**config.mk**
```make
export PLATFORM = sky130hd
export DESIGN_NAME = serial_frame_tx
export DESIGN_NICKNAME = d
export VERILOG_FILES = /design/src/rtl/sftx_pkg.sv /design/src/rtl/sftx_hold.sv /design/src/rtl/sftx_shift.sv /design/src/rtl/sftx_ctrl.sv /design/src/rtl/serial_frame_tx.sv
export SDC_FILE = /design/constraint.sdc
export NUM_CORES = 1
export LEC_CHECK = 0
export ABC_AREA = 0
export BUFFER_PORTS_ARGS = -buffer_cell sky130_fd_sc_hd__buf_2
export CORE_ASPECT_RATIO = 0.6
export CORE_MARGIN = 3
export CORE_UTILIZATION = 40
export DETAILED_ROUTE_END_ITERATION = 16
export GPL_TIMING_DRIVEN = 0
export SETUP_SLACK_MARGIN = 0.4
export SLEW_MARGIN = 30
export SYNTH_ARGS = -nofsm -noshare
export SYNTH_HDL_FRONTEND = slang
export SYNTH_HIERARCHICAL = 1
export SYNTH_SLANG_ARGS = --single-unit
```
**constraint.sdc**
```tcl
create_clock -name clk -period 2.7 [get_ports clk]
set_input_delay 0.135 -clock clk [delete_from_list [all_inputs] [get_ports clk]]
set_output_delay 0.135 -clock clk [all_outputs]
set_load 0.01 [all_outputs]
```
**src/rtl/sftx_pkg.sv**
```systemverilog
`timescale 1ns/1ps
package sftx_pkg;
    // Control states of the transmitter.
    typedef enum logic [1:0] {
        ST_OFF   = 2'd0,
        ST_WAIT  = 2'd1,
        ST_SHIFT = 2'd2
    } sftx_state_e;

    // Frame length codes on word_len.
    localparam logic [1:0] LEN_BYTE = 2'd0;
    localparam logic [1:0] LEN_HALF = 2'd1;
endpackage

```
**src/rtl/sftx_hold.sv**
```systemverilog
`timescale 1ns/1ps
// Holding register: two halves, the pending flag and the ready pulse.
module sftx_hold #(
    parameter int HALF_W = 16
) (
    input  logic                clk,
    input  logic                rst_n,
    input  logic                en,
    input  logic                wr_lo,
    input  logic                wr_hi,
    input  logic [HALF_W-1:0]   wr_data,
    input  logic                copy,
    output logic [2*HALF_W-1:0] hold_word,
    output logic                pending,
    output logic                ready,
    output logic                rdy_pulse
);
    logic [HALF_W-1:0] lo_q, hi_q;
    logic              pend_q, pulse_q;

    always_ff @(posedge clk or negedge rst_n) begin
        if (!rst_n) begin
            lo_q    <= '0;
            hi_q    <= '0;
            pend_q  <= 1'b0;
            pulse_q <= 1'b0;
        end else if (!en) begin
            lo_q    <= '0;
            hi_q    <= '0;
            pend_q  <= 1'b0;
            pulse_q <= 1'b0;
        end else begin
            if (wr_hi) hi_q <= wr_data;
            if (wr_lo) lo_q <= wr_data;
            // A fresh low write keeps the buffer busy even on a copy edge.
            pend_q  <= wr_lo | (pend_q & ~copy);
            // Ready rises exactly when a pending word leaves with no new write.
            pulse_q <= pend_q & copy & ~wr_lo;
        end
    end

    assign hold_word = {hi_q, lo_q};
    assign pending   = pend_q;
    assign ready     = ~pend_q;
    assign rdy_pulse = pulse_q;
endmodule

```
**src/rtl/sftx_shift.sv**
```systemverilog
`timescale 1ns/1ps
// Shift register with bit counter; word aligned to the MSB on load.
module sftx_shift #(
    parameter int HALF_W = 16
) (
    input  logic                clk,
    input  logic                rst_n,
    input  logic                load,
    input  logic                shift_en,
    input  logic [1:0]          len_sel,
    input  logic [2*HALF_W-1:0] hold_word,
    output logic                msb,
    output logic                last
);
    import sftx_pkg::*;

    localparam int WORD_W = 2 * HALF_W;
    localparam int BYTE_W = HALF_W / 2;
    localparam int CNT_W  = $clog2(WORD_W);

    logic [WORD_W-1:0] sreg_q, aligned;
    logic [CNT_W-1:0]  cnt_q, top_cnt;

    always_comb begin
        unique case (len_sel)
            LEN_BYTE: begin
                aligned = {hold_word[BYTE_W-1:0], {(WORD_W-BYTE_W){1'b0}}};
                top_cnt = CNT_W'(BYTE_W - 1);
            end
            LEN_HALF: begin
                aligned = {hold_word[HALF_W-1:0], {(WORD_W-HALF_W){1'b0}}};
                top_cnt = CNT_W'(HALF_W - 1);
            end
            default: begin
                aligned = hold_word;
                top_cnt = CNT_W'(WORD_W - 1);
            end
        endcase
    end

    always_ff @(posedge clk or negedge rst_n) begin
        if (!rst_n) begin
            sreg_q <= '0;
            cnt_q  <= '0;
        end else if (load) begin
            sreg_q <= aligned;
            cnt_q  <= top_cnt;
        end else if (shift_en) begin
            sreg_q <= {sreg_q[WORD_W-2:0], 1'b0};
            if (cnt_q != '0) cnt_q <= cnt_q - CNT_W'(1);
        end
    end

    assign msb  = sreg_q[WORD_W-1];
    assign last = (cnt_q == '0);
endmodule

```
**src/rtl/sftx_ctrl.sv**
```systemverilog
`timescale 1ns/1ps
// Frame control state machine.
module sftx_ctrl (
    input  logic clk,
    input  logic rst_n,
    input  logic en,
    input  logic per_copy,
    input  logic sync_in,
    input  logic pending,
    input  logic wr_lo,
    input  logic last,
    output logic copy,
    output logic load,
    output logic shift_en,
    output logic active,
    output logic sync_pulse,
    output logic filled
);
    import sftx_pkg::*;

    sftx_state_e state_q, state_d;
    logic staged_q, staged_d;
    logic filled_q, filled_d;
    logic sync_q, sync_d;

    // State register.
    always_ff @(posedge clk or negedge rst_n) begin
        if (!rst_n) state_q <= ST_OFF;
        else        state_q <= state_d;
    end

    // Transitions.
    always_comb begin
        state_d = state_q;
        if (!en) begin
            state_d = ST_OFF;
        end else begin
            unique case (state_q)
                ST_OFF:   state_d = ST_WAIT;
                ST_WAIT:  if (per_copy ? pending : sync_in) state_d = ST_SHIFT;
                ST_SHIFT: if (last) state_d = ST_WAIT;
                default:  state_d = ST_OFF;
            endcase
        end
    end

    // Outputs and flag updates.
    always_comb begin
        copy     = 1'b0;
        load     = 1'b0;
        shift_en = 1'b0;
        sync_d   = 1'b0;
        staged_d = staged_q;
        filled_d = filled_q;
        if (!en) begin
            staged_d = 1'b0;
            filled_d = 1'b0;
        end else begin
            unique case (state_q)
                ST_OFF: begin
                    staged_d = 1'b0;
                    filled_d = 1'b0;
                end
                ST_WAIT: begin
                    if (per_copy) begin
                        staged_d = 1'b0;
                        if (pending) begin
                            copy     = 1'b1;
                            load     = 1'b1;
                            sync_d   = 1'b1;
                            filled_d = 1'b1;
                        end
                    end else if (sync_in) begin
                        // Staged word goes out as is; otherwise reload (new or resent).
                        load     = ~staged_q;
                        copy     = pending & ~staged_q;
                        staged_d = 1'b0;
                        if (pending && !staged_q) filled_d = 1'b1;
                    end else if (pending && !staged_q) begin
                        copy     = 1'b1;
                        load     = 1'b1;
                        staged_d = 1'b1;
                        filled_d = 1'b1;
                    end
                end
                ST_SHIFT: begin
                    shift_en = 1'b1;
                    if (last && !pending && !wr_lo) filled_d = 1'b0;
                end
                default: begin
                    staged_d = 1'b0;
                end
            endcase
        end
    end

    always_ff @(posedge clk or negedge rst_n) begin
        if (!rst_n) begin
            staged_q <= 1'b0;
            filled_q <= 1'b0;
            sync_q   <= 1'b0;
        end else begin
            staged_q <= staged_d;
            filled_q <= filled_d;
            sync_q   <= sync_d;
        end
    end

    assign active     = (state_q == ST_SHIFT);
    assign sync_pulse = sync_q;
    assign filled     = filled_q;
endmodule

```
**src/rtl/serial_frame_tx.sv**
```systemverilog
`timescale 1ns/1ps
module serial_frame_tx #(
    parameter int HALF_W = 16
) (
    input  logic              clk,
    input  logic              rst_n,
    input  logic              tx_enable,
    input  logic [1:0]        word_len,
    input  logic              sync_sel_int,
    input  logic              sync_gen_free,
    input  logic              sync_in,
    input  logic              wr_lo,
    input  logic              wr_hi,
    input  logic [HALF_W-1:0] wr_data,
    output logic              tx_dout,
    output logic              tx_sync_out,
    output logic              tx_ready,
    output logic              tx_filled,
    output logic              tx_irq,
    output logic              tx_dma_evt
);
    localparam int WORD_W = 2 * HALF_W;

    logic [WORD_W-1:0] hold_word;
    logic pending, rdy_pulse, copy, load, shift_en, active, msb, last;
    logic per_copy;

    assign per_copy = sync_sel_int & ~sync_gen_free;

    sftx_hold #(.HALF_W(HALF_W)) u_hold (
        .clk(clk), .rst_n(rst_n), .en(tx_enable),
        .wr_lo(wr_lo), .wr_hi(wr_hi), .wr_data(wr_data), .copy(copy),
        .hold_word(hold_word), .pending(pending), .ready(tx_ready),
        .rdy_pulse(rdy_pulse)
    );

    sftx_shift #(.HALF_W(HALF_W)) u_shift (
        .clk(clk), .rst_n(rst_n), .load(load), .shift_en(shift_en),
        .len_sel(word_len), .hold_word(hold_word), .msb(msb), .last(last)
    );

    sftx_ctrl u_ctrl (
        .clk(clk), .rst_n(rst_n), .en(tx_enable), .per_copy(per_copy),
        .sync_in(sync_in), .pending(pending), .wr_lo(wr_lo), .last(last),
        .copy(copy), .load(load), .shift_en(shift_en), .active(active),
        .sync_pulse(tx_sync_out), .filled(tx_filled)
    );

    assign tx_dout    = active & msb;
    assign tx_irq     = rdy_pulse;
    assign tx_dma_evt = rdy_pulse;
endmodule

```
Word level (Yosys, flattened, before mapping)

Cells that the tools add are included.

Register bits after elaboration: 76
Logic and storage cells: 95

$add $sub $neg: 1
Equal/unequal tests: 13
Multiplexer cells: 43
Bitwise logic cells: 12
Reduce and logical (&&, ||, !) cells: 16

Operators with widths:

| operator            | count |
|---|---|
| $mux 16             | 4 |
| $mux 32             | 2 |
| $pmux 32 s2         | 1 |
| $mux 1              | 26 |
| $mux 5              | 3 |
| $pmux 5 s2          | 1 |
| $ne 3x2->1 const B  | 3 |
| $and 1x1->1         | 6 |
| $mux 2              | 3 |
| $pmux 2 s3          | 1 |
| $reduce_and 2->1    | 3 |
| $logic_not 5->1     | 1 |
| $ne 5x3->1 const B  | 1 |
| $not 1->1           | 5 |
| $reduce_bool 5->1   | 1 |
| $sub 5x1->5 const B | 1 |
| $eq 2x1->1 const B  | 2 |
| $logic_not 2->1     | 2 |
| $ne 2x1->1 const B  | 2 |
| $ne 4x1->1 const B  | 1 |
| $ne 4x2->1 const B  | 1 |
| $ne 4x4->1 const B  | 1 |
| $reduce_and 4->1    | 1 |
| $reduce_bool 2->1   | 2 |
| 7 further kinds     | 11 |

Depth between registers and ports, before layout

Gate-level depths: netlist (run 1).

Depth after elaboration: 11
Depth in mapped cells: 8
Mapped depth without buffers: 6

Hierarchy

The synthesis (run 1) kept the hierarchy.

Modules (own cells, without submodules):

| module          | times used | cells an instance | area an instance (sq um) | sequential area each (sq um) |
|---|---|---|---|---|
| sftx_shift      | 1          | 208               | 1989.4                   | 925.9 |
| sftx_hold       | 1          | 109               | 1473.9                   | 850.8 |
| sftx_ctrl       | 1          | 31                | 286.5                    | 125.1 |
| serial_frame_tx | 1          | 3                 | 27.5                     | 0.0 |

Worst setup path before layout (run 1)

Ideal clock, no wire load.

Path type: register -> register
Start: register u_ctrl.state_q[0]
End: register u_shift.cnt_q[3]
Library setup time: 0.069 ns
Arrival time: 1.738 ns
Data required time: 2.631 ns
Setup slack: 0.893 ns
Cell stages (with the launch flop): 6
Path buffers: 0
Period minus slack after synthesis: 1.807 ns
Cells stage by stage: dfrtp_1 > and2b_1 > and2_1 > or4b_1 > or4_1 > nand3_1

Cells in the longest elaborated chain, start to end: 5
Elaborated cells on any way between the ends: 10
Classes of those cells: eq/ne (2); mux (5); reduce/logical (3)

RTL lines:

| item                        | RTL line              | RTL |
|---|---|---|
| start: declaration          | sftx_ctrl.sv:21       | `sftx_state_e state_q, state_d;` |
| start signal: assignment    | sftx_ctrl.sv:29       | `else state_q <= state_d;` |
| $eq 2x2->1                  | n/a                   |  |
| net active                  | serial_frame_tx.sv:25 | `logic pending, rdy_pulse, copy, load, shift_en, active, msb, last;` |
| $mux 1                      | sftx_ctrl.sv:59       | `unique case (state_q)` |
| $mux 1                      | sftx_ctrl.sv:55       | `if (!en) begin` |
| net shift_en                | serial_frame_tx.sv:25 |  |
| $reduce_bool 2->1 (no line) | n/a                   |  |
| $reduce_and 2->1 (no line)  | n/a                   |  |
| end signal: assignment      | sftx_shift.sv:47      | `cnt_q <= top_cnt;` |
| end signal: assignment      | sftx_shift.sv:50      | `if (cnt_q != '0) cnt_q <= cnt_q - CNT_W'(1);` |
| end: declaration            | sftx_shift.sv:22      | `logic [CNT_W-1:0] cnt_q, top_cnt;` |

The timed path passes the listed nets, and every way through them passes these cells.
A chain may end at the register's enable or synchronous reset.

Worst setup path in the final report (run 1)

Start: register u_ctrl.state_q[0]
End: register u_shift.sreg_q[30]

Cells in the longest elaborated chain, start to end: 4
Elaborated cells on any way between the ends: 8
Classes of those cells: eq/ne (2); mux (5); reduce/logical (1)

RTL lines:

| item                        | RTL line              | RTL |
|---|---|---|
| $eq 2x2->1                  | n/a                   |  |
| net active                  | serial_frame_tx.sv:25 |  |
| $mux 1                      | sftx_ctrl.sv:59       |  |
| $mux 1                      | sftx_ctrl.sv:55       |  |
| net shift_en                | serial_frame_tx.sv:25 |  |
| $reduce_bool 2->1 (no line) | n/a                   |  |
| end signal: assignment      | sftx_shift.sv:46      | `sreg_q <= aligned;` |
| end signal: assignment      | sftx_shift.sv:49      | `sreg_q <= {sreg_q[WORD_W-2:0], 1'b0};` |
| end: declaration            | sftx_shift.sv:21      | `logic [WORD_W-1:0] sreg_q, aligned;` |

The timed path passes the listed nets, and every way through them passes these cells.

==> results, run 1 <==
- The run finished with clean final reports.
- Setup slack closes at 0.5961 ns.
- The effective utilization at floorplan is 0.4269.
- The total grt overflow is 0.
- The launching element type of the critical path is a flop.
- In this run the post-CTS setup repair buffer count came out at 0.
- The power density over the cells is 690.7 nW/µm².
- In this run the critical register-to-register path is captured at u_shift/sreg_q[30]$_DFFE_PN0P_.
- The number of vias after detailed routing is 2773.
- The starting DRC count in detailed routing is 176.
- CTS built an H-tree with a depth of 3.
- The number of antenna violations at the first check in global routing is 0.
- The setup slack of the most critical reg-to-reg path is 0.60 ns.
- Counting every net in the synthesized netlist gives 378.
- Sorting the synthesized cells by how often they occur yields sky130_fd_sc_hd__dfrtp_1 (76), sky130_fd_sc_hd__mux2i_1 (58), sky130_fd_sc_hd__nor2b_1 (51).
- Counting distinct cell types in the post-synthesis netlist gives 34.
- sky130_fd_sc_hd__dfrtp_1 is the most common cell in the netlist.
- The final worst hold slack is 0.05329 ns.
- The number of clock buffers added by TritonCTS is 9.
- The synthesized design contains 0 enable-type register cells.
- The via count of the first global-routing pass is 2723.
- For the pin with the worst max-slew slack, the measured transition is 0.5939 ns.
- Counting tap cells, the placed design contains a total of 507 instances.
- The worst hold path passes through 4 cells.
- On the final layout, the worst clock skew is 0.006108 ns.
- The number of endpoints with negative hold slack in the final report came to 0.
- The final layout contains 420 nets.
- The share of post-route cells with drive strength above 1 is 0.1608.
- For the worst setup path, the data required time is 2.92 ns.
- The max-capacitance violation count is 0.
- Entering global routing, the biggest net connects 45 pins.
- The total negative slack is 0 ns.
- In this run the horizontal extent of the chip is 131.5 µm.
- The path with the worst hold slack has its endpoint at u_ctrl/sync_pulse$_DFF_PN0_.
- In this run the vertical extent of the chip is 81.28 µm.
- The largest fanout on the critical path is 10.
- The count of fill cells added during filler insertion is 863.
- The flip-flop cell with the highest count after synthesis is sky130_fd_sc_hd__dfrtp_1.
- The detailed-routing iteration count for the pre-antenna-repair pass is 4.
- The startpoint of the most critical hold path is sync_gen_free.
- Pin placement for this block handled 32 I/O pins.
- Summing all placed instances gives a cell area of 4103 µm².
- The worst reg2reg path startpoint is u_ctrl/state_q[0]$_DFFE_PN0P_.
- The remaining routing DRC violations is 0.
- The classification of the worst-slack hold path is input port to flop.
- The element type at the critical path end is a flop.
- After clock tree synthesis, the clock-pin slew on the worst setup and hold paths is 0.06 ns.
- The detailed-route wire length is 9.490 mm.
- Once detail routing completed, the nets flagged for antenna violations numbered 0.
- The area growth from synthesis to layout is 16.36%.
- The initialized floorplan defines 26 standard-cell rows.
- The worst slack at placement is 0.3529 ns.
- The cell sitting at the root of the clock tree is a sky130_fd_sc_hd__clkbuf_16.
- The final cell count without fillers is 524.
- Detailed placement ended at an HPWL of 6.950 mm.
- The clock latency on the worst-skew pair is 0.34 ns.
- For this run, asynchronously set or reset flops after synthesis account for 1.000.
- The total of warnings raised by yosys is 6.
- The final non-filler cell area is 4395 µm².
- After synthesis the netlist holds a flip-flop and latch count of 76.
- The first global-routing pass estimated 15.56 mm of wire.
- The post-synthesis average cell area is 10.76 µm².
- The static leakage is 1.937 nW.
- The overall die area is 10680 µm².
- The critical path data arrival time is 2.32 ns.
- Of all cell types, the one taking the most synthesized area is sky130_fd_sc_hd__dfrtp_1.
- In this run the tool buffered the top-level ports with 29 buffer cells.
- Synthesis handed over a netlist of 351 instances.
- The kind of critical path is flop to flop.
- The proportion of synthesized chip area in sequential cells is 0.5035.
- The routability-driven placement congestion ratio is 0.8487.
- The depth of the most critical reg-to-reg path is 6.
- The ratio of routed vias to standard cells is 5.292.
- TritonCTS built the clock tree.
- Setup repair after global routing left no endpoint under its margin.
- Dividing the final minimum period by the clock period gives 0.7792.
- The post-synthesis instance area is 3777 µm².
- In the final routed layout, each cell accounts on average for 18.11 µm.
- For this run, the top clock speed supported by timing is 475.3 MHz.
- The share of synthesized area in the top cell type comes to 0.5035.
- Counting I/O delays and the setup requirement, the final critical path takes 2.104 ns.
- In the global route stage, overall resource usage came out at 0.1919.
- The worst max-slew margin expressed relative to the limit is 0.6031.
- Setup violations remaining at the end of the flow were counted as 0.
- The worst supply voltage drop on vdd is 0.3303 mV.
- By area the synthesized netlist is led by sky130_fd_sc_hd__dfrtp_1 (50%), sky130_fd_sc_hd__mux2i_1 (15%), sky130_fd_sc_hd__nor2b_1 (8.4%).
- The diode insertion count for antenna repair is 0.
- The worst-case clock buffer depth is 2.
- The tree built by TritonCTS fans out to 76 sinks.
- The placeable core area is 8848 µm².
- The final number of max-transition violations is 0.
## cell usage in the layout (no fill, tap or decap), drive strengths merged, types with 6 or more instances in the layout
master and instances:
dfrtp 76, mux2i 58, nor2b 52, buf 42, o21ai 26, nand3 25, clkbuf 24, a211oi 16
nand2 13, o22ai 8, a31oi 8, inv 8, nor2 6
## logic make-up after synthesis
kind of cell / count (synthesis) / synth area share
adders and majority gates: 1 / 0.003312
buffers and inverters: 33 / 0.04770
muxes: 58 / 0.1537
and+or+nand+nor: 113 / 0.1756
AOI/OAI and AO/OA: 70 / 0.1163
DFF: 76 / 0.5035
## critical path, cell delays in order (launching register included)
cell	delay, ns
sky130_fd_sc_hd__dfrtp_1	0.43
sky130_fd_sc_hd__and2b_1	0.25
sky130_fd_sc_hd__and2_1	0.27
sky130_fd_sc_hd__buf_2	0.28
sky130_fd_sc_hd__buf_1	0.41
sky130_fd_sc_hd__mux2i_1	0.24
sky130_fd_sc_hd__o22ai_1	0.10
## through the flow
| step | utilization | power (W) |
|---|---|---|
| floorplan | - | 0.001750 |
| CTS | 0.4962 | 0.003058 |
| global placement | 0.4611 | 0.001899 |
| finish | 0.4967 | 0.003036 |
| global route | 0.4967 | 0.003198 |
| detailed placement | 0.4637 | 0.001924 |
## metal layers
layer,up-vias,GRT usage,part of all wire
li1,1326,-,-
met1,1372,0.3112,0.55
met2,64,0.2431,0.38
met3,11,0.05507,0.055
met4,0,0.04298,0.010
met5,-,0,0
## layout make-up
class	instances	area (µm²)	area share
flip-flops and latches	76	1902	0.4327
multi-input cells	242	1695	0.3857
clock buffers	9	225.2	0.05124
repair buffers	31	177.7	0.04042
plain buffers	27	165.2	0.03757
well taps	126	157.7	0.03587
clock inverters	7	50.05	0.01139
inverters	6	22.52	0.005124
## what timing repair did
action,CTS,global route
endpoints found under the setup margin,8,36
hold endpoints to repair,43,0
hold buffers,1,0
pin swaps,0,0
resized for setup,2,8
gates cloned,0,0
## power breakdown
part	internal [W]	switching [W]	total (W)
Clock	0.000625	0.000501	0.00113
Combinational	0.000227	0.000238	0.000465
Sequential	0.00131	0.000132	0.00145
## state kept, by name, summed over array words and instances (netlist names)
name and count:
u_ctrl/staged_q 1, u_hold/pending 1, u_shift/cnt_q 5, u_ctrl/sync_pulse 1, u_ctrl/state_q 2, u_hold/hi_q 16, u_hold/rdy_pulse 1, u_ctrl/filled 1
u_shift/sreg_q 32, u_hold/lo_q 16
## how the worst max path moves through the flow
stage	start	endpoint	slack, ns	cells after the start
final	u_ctrl/state_q[0]$_DFFE_PN0P_	u_shift/sreg_q[30]$_DFFE_PN0P_	0.60	6
after CTS	u_ctrl/state_q[1]$_DFFE_PN0P_	u_shift/sreg_q[21]$_DFFE_PN0P_	0.46	6
after global placement	u_ctrl/state_q[1]$_DFFE_PN0P_	u_shift/sreg_q[26]$_DFFE_PN0P_	0.37	7
after floorplan	u_ctrl/state_q[0]$_DFFE_PN0P_	u_shift/cnt_q[3]$_DFFE_PN0P_	0.89	5
after global routing	u_ctrl/state_q[0]$_DFFE_PN0P_	u_shift/sreg_q[30]$_DFFE_PN0P_	0.41	6
after detailed placement	u_ctrl/state_q[1]$_DFFE_PN0P_	u_shift/sreg_q[25]$_DFFE_PN0P_	0.35	7
No activity file was read; power rests on OpenSTA's default activity.
==> run 2: changes to the inputs <==
- clock period: 2.7 -> 1.9 ns (I/O delays scaled with it)
==> results, run 2 (synthesized netlist as in run 1, its figures left out) <==
- The static leakage is 2.075 nW (was 1.937 nW).
- The final number of max-transition violations is 0 (unchanged).
- The number of setup violations in the final report is 0 (unchanged).
- The maximum clock skew at final layout was 0.005009 ns (was 0.006108 ns).
- Commonest cells after routing, fill and taps aside: sky130_fd_sc_hd__dfrtp_1 (76), sky130_fd_sc_hd__mux2i_1 (58), sky130_fd_sc_hd__nor2b_1 (49), sky130_fd_sc_hd__buf_2 (30), sky130_fd_sc_hd__o21ai_0 (25) (was sky130_fd_sc_hd__dfrtp_1 (76), sky130_fd_sc_hd__mux2i_1 (58), sky130_fd_sc_hd__nor2b_1 (51), sky130_fd_sc_hd__buf_2 (32), sky130_fd_sc_hd__o21ai_0 (26)).
- The number of endpoints with negative hold slack in the final report was 0 (unchanged).
- The number of rows created at floorplan came to 26 (unchanged).
- The final non-filler cell area is 4684 µm² (was 4395 µm²).
- The root buffer cell is sky130_fd_sc_hd__clkbuf_16 (unchanged).
- The dominant delay contributor by cell family on the critical path is simple AND/OR/NAND/NOR gates (was buffers and inverters).
- The minimum setup slack in the final design was 0.08907 ns (was 0.5961 ns).
- The required time of the worst setup path was 2.18 ns (was 2.92 ns).
- The element type at the critical path end is a flop (unchanged).
- The time the final worst path needs with I/O delays and setup was 1.811 ns (was 2.104 ns).
- The placeable core area was 8848 µm² (unchanged).
- The count of fill cells added during filler insertion is 806 (was 863).
- The worst supply voltage drop on vdd is 0.4422 mV (was 0.3303 mV).
- The area growth from synthesis to layout was 24.01% (was 16.36%).
- Largest registers: u_shift/sreg_q (32), u_hold/hi_q (16), u_hold/lo_q (16) (unchanged).
- The die span in y is 81.28 µm (unchanged).
- The TritonCTS clock tree is yes (unchanged).
- The number of antenna violations at the first check in global routing is 0 (unchanged).
- The largest fanout on the critical path is 3 (was 10).
- The slew of the pin with the lowest slew margin is 0.6063 ns (was 0.5939 ns).
- The largest net degree at the start of global routing came to 47 (was 45).
- The diode insertion count for antenna repair is 0 (unchanged).
- The met2 track utilization from global routing is 0.2559 (was 0.2431).
- The clock-pin transition on the worst setup and hold timing paths came to 0.06 ns (about the same).
- The count of antenna-violating nets left after detailed routing is 0 (unchanged).
- The area taken by flip-flops and latches came to 1902 µm² (unchanged).
- The total global routing track utilization is 0.1956 (was 0.1919).
- The starting DRC count in detailed routing came to 202 (was 176).
- The number of vias after detailed routing came to 2884 (was 2773).
- The global routing met3 resource utilization was 0.06250 (was 0.05507).
- The layer carrying the most global-route usage is met1 (unchanged).
- The I/O pin count came to 32 (unchanged).
- The via count of the first global-routing pass is 2748 (was 2723).
- The port buffer count is 29 (unchanged).
- The maximum clock frequency is 552.2 MHz (was 475.3 MHz).
- The post-DP HPWL is 6.935 mm (was 6.950 mm).
- The first-pass GRT wire length is 15.70 mm (was 15.56 mm).
- The detailed-route wire length is 9.875 mm (was 9.490 mm).
- The share of post-route cells with drive strength above 1 is 0.2337 (was 0.1608).
- The effective utilization at floorplan is 0.4269 (unchanged).
- The combined buffer and inverter count along the critical path came to 0 (was 2).
- The critical path's slowest cell was sky130_fd_sc_hd__or4b_4 (was sky130_fd_sc_hd__dfrtp_1).
- The clock latency on the worst-skew pair is 0.34 ns (about the same).
- The worst slack at placement is -0.05288 ns (was 0.3529 ns).
- CP cell instances: and2b_1 > and2_4 > or4b_4 > or4_4 > nand3_2 (was and2b_1 > and2_1 > buf_2 > buf_1 > mux2i_1 > o22ai_1).
- The met1 usage is 0.3034 (was 0.3112).
- The critical path data arrival time was 2.09 ns (was 2.32 ns).
- The flip-flop count of the largest register, all copies and words added is 32 (unchanged).
- The total grt overflow came to 0 (unchanged).
- RSZ-0062 raised after global routing: true (was false).
- The biggest cell delay along the critical path is 0.47 ns (was 0.43 ns).
- The classification of the worst-slack hold path is input port to flop (unchanged).
- The remaining routing DRC violations came to 0 (unchanged).
- The post-detailed-placement cell area was 4144 µm² (was 4103 µm²).
- The power density over the cells is 964.2 nW/µm² (was 690.7 nW/µm²).
- The final worst hold slack came to 0.02433 ns (was 0.05329 ns).
- The detailed-routing iteration count for the pre-antenna-repair pass is 4 (unchanged).
- The worst max-slew margin expressed relative to the limit came to 0.5958 (was 0.6031).
- The register ranked first by flip-flop count is u_shift/sreg_q (unchanged).
- The floorplan die width is 131.5 µm (unchanged).
- The post-route clock period utilization is 0.9531 (was 0.7792).
- The kind of critical path was flop to flop (unchanged).
- The final-stage net count was 437 (was 420).
- The leading cell type in the layout, fill and taps excluded is sky130_fd_sc_hd__dfrtp_1 (unchanged).
- Result of the run: completed (unchanged).
- The max-capacitance violation count came to 0 (unchanged).
- The wire length per cell came to 18.25 µm (was 18.11 µm).
- The multi-input combinational cell area is 1764 µm² (was 1695 µm²).
- The worst-case clock buffer depth is 2 (unchanged).
- The final cell count without fillers is 541 (was 524).
- The routability-driven placement congestion ratio is 0.8338 (was 0.8487).
- The depth of the CTS H-tree is 3 (unchanged).
- The overall die area was 10680 µm² (unchanged).
- The launching element type of the critical path is a flop (unchanged).
- The number of buffers added by the clock tree synthesis step is 9 (unchanged).
- The number of sinks driven by the clock tree is 76 (unchanged).
- The post-placement cell count was 507 (unchanged).
- The final core area utilization is 0.5294 (was 0.4967).
- The ratio of routed vias to standard cells is 5.331 (was 5.292).
-- run 2: cell count changes in the layout (fill, tap and decap cells not counted), moves of 3 or more --
cell,delta
sky130_fd_sc_hd__a211oi_1,-3
sky130_fd_sc_hd__a211oi_2,+3
sky130_fd_sc_hd__buf_4,+18
sky130_fd_sc_hd__clkbuf_2,-5
sky130_fd_sc_hd__clkbuf_8,+5
-- run 2: power breakdown --
part	internal [W]	switching, W	total, W
logic	0.000384	0.000373	0.000757
registers	0.00187	0.000193	0.00206
clock network	0.00102	0.000683	0.00170
-- run 2: what timing repair did --
action | CTS | global route
gates cloned | 0 | 0
hold buffers | 1 | 0
setup endpoints to repair | 40 | 39
buffers inserted | 10 | 7
pin swaps | 1 | 0
hold endpoints to repair | 45 | 0
resized for setup | 18 | 11
-- run 2: path summary, 6_finish.rpt --
check / start / endpoint / slack, ns / cells past startpoint
max reg2reg: u_ctrl/state_q[0]$_DFFE_PN0P_ / u_shift/cnt_q[3]$_DFFE_PN0P_ / 0.09 / 5
min in group asynchronous: rst_n / u_shift/cnt_q[2]$_DFFE_PN0P_ / 0.30 / 2
max: u_ctrl/state_q[0]$_DFFE_PN0P_ / u_shift/cnt_q[3]$_DFFE_PN0P_ / 0.09 / 5
max in group asynchronous: rst_n / u_hold/hi_q[2]$_DFFE_PN0P_ / 1.01 / 3
min reg2reg: u_hold/hi_q[14]$_DFFE_PN0P_ / u_hold/hi_q[14]$_DFFE_PN0P_ / 0.56 / 2
min: sync_gen_free / u_ctrl/sync_pulse$_DFF_PN0_ / 0.02 / 4
-- run 2: worst reg2reg max path, stage by stage (launching register included) --
cell and delay, ns:
sky130_fd_sc_hd__dfrtp_1 0.39, sky130_fd_sc_hd__and2b_1 0.21, sky130_fd_sc_hd__and2_4 0.16, sky130_fd_sc_hd__or4b_4 0.47, sky130_fd_sc_hd__or4_4 0.43, sky130_fd_sc_hd__nand3_2 0.08
-- run 2: layer usage --
layer  routed length (µm)  vias to the layer above  part of all wire
li1                     -                     1361                 -
met1                 5262                     1429              0.53
met2                 3841                       83              0.39
met3                  653                       11             0.066
met4                  119                        0             0.012
met5                    0                        -                 0
-- run 2: cell type report --
class                      instances  area share
sequential                        76      0.4060
multi-input combinational        242      0.3766
timing repair buffer              48     0.06517
buffer                            27     0.05128
clock buffer                      10     0.04888
tap                              126     0.03365
clock inverter                     6     0.01362
inverter                           6    0.004808
-- run 2: stage by stage --
stage          TNS (ns)  power (W)
2_1_floorplan         0   0.002496
3_3_place_gp   -0.03725   0.002709
3_5_place_dp    -0.1854   0.002740
4_1_cts               0   0.004492
5_1_grt               0   0.004736
6_report              0   0.004517
==> run 3: changes to the inputs <==
- REMOVE_ABC_BUFFERS: not set -> 1
==> results, run 3 (synthesized netlist as in run 1, its figures left out) <==
- The amount of wire on met3 after detailed routing is 464 µm (was 653 µm).
- The critical path data arrival time came to 2.10 ns (was 2.09 ns).
- The maximum clock skew at final layout is 0.006434 ns (was 0.005009 ns).
- The routability-driven placement congestion ratio was 0.7170 (was 0.8338).
- The kind of critical path is flop to flop (unchanged).
- The port buffer count is 31 (was 29).
- Result of the run: completed (unchanged).
- The count of antenna-violating nets left after detailed routing is 0 (unchanged).
- The overall die area is 10680 µm² (unchanged).
- The register ranked first by flip-flop count was u_shift/sreg_q (unchanged).
- Commonest cells after routing, fill and taps aside: sky130_fd_sc_hd__dfrtp_1 (76), sky130_fd_sc_hd__mux2i_1 (58), sky130_fd_sc_hd__nor2b_1 (48), sky130_fd_sc_hd__buf_2 (30), sky130_fd_sc_hd__nand3_1 (25) (was sky130_fd_sc_hd__dfrtp_1 (76), sky130_fd_sc_hd__mux2i_1 (58), sky130_fd_sc_hd__nor2b_1 (49), sky130_fd_sc_hd__buf_2 (30), sky130_fd_sc_hd__o21ai_0 (25)).
- The minimum setup slack in the final design is 0.07215 ns (was 0.08907 ns).
- The clock-pin transition on the worst setup and hold timing paths came to 0.06 ns (about the same).
- The detailed-routing iteration count for the pre-antenna-repair pass is 4 (unchanged).
- RSZ-0062 raised after global routing: true (unchanged).
- The largest net degree at the start of global routing is 47 (unchanged).
- The final worst hold slack is 0.01969 ns (was 0.02433 ns).
- The multi-input combinational cell area is 1888 µm² (was 1764 µm²).
- The number of setup violations in the final report came to 0 (unchanged).
- The number of endpoints with negative hold slack in the final report is 0 (unchanged).
- The remaining routing DRC violations is 0 (unchanged).
- The time the final worst path needs with I/O delays and setup is 1.828 ns (was 1.811 ns).
- The largest fanout on the critical path is 5 (was 3).
- The floorplan die width is 131.5 µm (unchanged).
- The area taken by flip-flops and latches is 1902 µm² (unchanged).
- The area growth from synthesis to layout is 28.35% (was 24.01%).
- The number of vias after detailed routing is 2873 (was 2884).
- The post-route total power came to 0.004549 W (was 0.004517 W).
- The flip-flop count of the largest register, all copies and words added is 32 (unchanged).
- The placeable core area came to 8848 µm² (unchanged).
- The number of sinks driven by the clock tree is 76 (unchanged).
- The effective utilization at floorplan came to 0.4269 (unchanged).
- The TritonCTS clock tree is yes (unchanged).
- The post-placement cell count is 484 (was 507).
- The depth of the most critical reg-to-reg path is 5 (unchanged).
- The worst slack at placement was -0.4745 ns (was -0.05288 ns).
- The post-route clock period utilization is 0.9620 (was 0.9531).
- The diode insertion count for antenna repair is 0 (unchanged).
- The total global routing track utilization came to 0.1933 (was 0.1956).
- The total met2 wirelength after detailed routing is 4.380 mm (was 3.841 mm).
- The detailed-routing wirelength on met1 was 5.123 mm (was 5.262 mm).
- The final-stage net count is 427 (was 437).
- The worst supply voltage drop on vdd came to 0.4367 mV (was 0.4422 mV).
- The power density over the cells is 938.3 nW/µm² (was 964.2 nW/µm²).
- The slew of the pin with the lowest slew margin came to 0.7375 ns (was 0.6063 ns).
- The die span in y came to 81.28 µm (unchanged).
- The final number of max-transition violations is 0 (unchanged).
- The starting DRC count in detailed routing is 149 (was 202).
- The detailed-route wire length is 10.04 mm (was 9.875 mm).
- The wire length per cell is 18.95 µm (was 18.25 µm).
- The cell count of the worst hold path is 4 (unchanged).
- The ratio of routed vias to standard cells is 5.421 (was 5.331).
- The worst-case clock buffer depth was 2 (unchanged).
- The root buffer cell is sky130_fd_sc_hd__clkbuf_16 (unchanged).
- The highest metal layer with signal wires is met4 (unchanged).
- The element type at the critical path end was a flop (unchanged).
- The final cell count without fillers came to 530 (was 541).
- Largest registers: u_shift/sreg_q (32), u_hold/hi_q (16), u_hold/lo_q (16) (unchanged).
- The total grt overflow is 0 (unchanged).
- The launching element type of the critical path is a flop (unchanged).
- The count of fill cells added during filler insertion came to 782 (was 806).
- The depth of the CTS H-tree is 3 (unchanged).
- The worst max-slew margin expressed relative to the limit is 0.5078 (was 0.5958).
- The static leakage is 2.118 nW (was 2.075 nW).
- The first-pass GRT wire length is 15.93 mm (was 15.70 mm).
- The via count of the first global-routing pass came to 2893 (was 2748).
- The required time of the worst setup path is 2.17 ns (was 2.18 ns).
- The I/O pin count is 32 (unchanged).
- The number of antenna violations at the first check in global routing is 0 (unchanged).
- The number of rows created at floorplan was 26 (unchanged).
- The total negative slack is 0 ns (unchanged).
- The leading cell type in the layout, fill and taps excluded is sky130_fd_sc_hd__dfrtp_1 (unchanged).
- The post-DP HPWL is 5.335 mm (was 6.935 mm).
- The share of post-route cells with drive strength above 1 was 0.2871 (was 0.2337).
- The clock latency on the worst-skew pair is 0.34 ns (about the same).
- The number of buffers added by the clock tree synthesis step is 9 (unchanged).
- The max-capacitance violation count is 0 (unchanged).
- The classification of the worst-slack hold path was input port to flop (unchanged).
- The maximum clock frequency is 547.1 MHz (was 552.2 MHz).
[run 3: changes by cell type in the layout (fill, tap and decap cells not counted), sizes merged]
cell and delta:
clkbuf -9, and2 +2, clkinvlp -2, bufinv -1
inv -1
[run 3: area by class of cell]
class / instances / share of cell area
well taps: 126 / 0.03252
clock inverters: 2 / 0.002065
inverters: 6 / 0.004645
flip-flops and latches: 76 / 0.3923
repair buffers: 63 / 0.1254
clock buffers: 13 / 0.05368
multi-input cells: 244 / 0.3894
[run 3: per-stage QoR]
| stage | util | instance area, µm² |
|---|---|---|
| 3_5_place_dp | 0.4552 | 4028 |
| 6_report | 0.5479 | 4848 |
| 2_1_floorplan | - | 3620 |
| 4_1_cts | 0.5271 | 4664 |
| 5_1_grt | 0.5479 | 4848 |
| 3_3_place_gp | 0.4444 | 3933 |
[run 3: critical path: stages, from the launching register on]
cell and delay, ns:
sky130_fd_sc_hd__dfrtp_1 0.41, sky130_fd_sc_hd__and2b_2 0.24, sky130_fd_sc_hd__and2_4 0.15, sky130_fd_sc_hd__or4b_4 0.46, sky130_fd_sc_hd__or4_1 0.41, sky130_fd_sc_hd__nand3_1 0.09
[run 3: routing by layer]
| metal | track usage | up-vias |
|---|---|---|
| li1 | - | 1354 |
| met1 | 0.2838 | 1450 |
| met2 | 0.2790 | 62 |
| met3 | 0.04950 | 7 |
| met4 | 0.06184 | 0 |
| met5 | 0 | - |
[run 3: power by group]
group | internal, W | switching [W] | total (W)
Sequential | 0.00187 | 0.000211 | 0.00208
Clock | 0.000944 | 0.000639 | 0.00158
Combinational | 0.000466 | 0.000420 | 0.000886
Total | 0.00328 | 0.00127 | 0.00455
[run 3: final timing paths]
kind | startpoint | end | slack [ns]
worst min register to register | u_hold/hi_q[9]$_DFFE_PN0P_ | u_hold/hi_q[9]$_DFFE_PN0P_ | 0.54
max in group asynchronous | rst_n | u_shift/sreg_q[2]$_DFFE_PN0P_ | 1.06
worst max register to register | u_ctrl/state_q[0]$_DFFE_PN0P_ | u_shift/cnt_q[3]$_DFFE_PN0P_ | 0.07
worst max-delay path | u_ctrl/state_q[0]$_DFFE_PN0P_ | u_shift/cnt_q[3]$_DFFE_PN0P_ | 0.07
min in group asynchronous | rst_n | u_shift/cnt_q[1]$_DFFE_PN0P_ | 0.25
worst min-delay path | sync_gen_free | u_ctrl/sync_pulse$_DFF_PN0_ | 0.02
[run 3: what timing repair did]
item | CTS | global route
hold buffers | 1 | 0
setup endpoints to repair | 40 | 40
resized for setup | 39 | 44
hold endpoints to repair | 30 | 0
setup buffers | 18 | 5
pin swaps | 2 | 12
cloned | 6 | 1
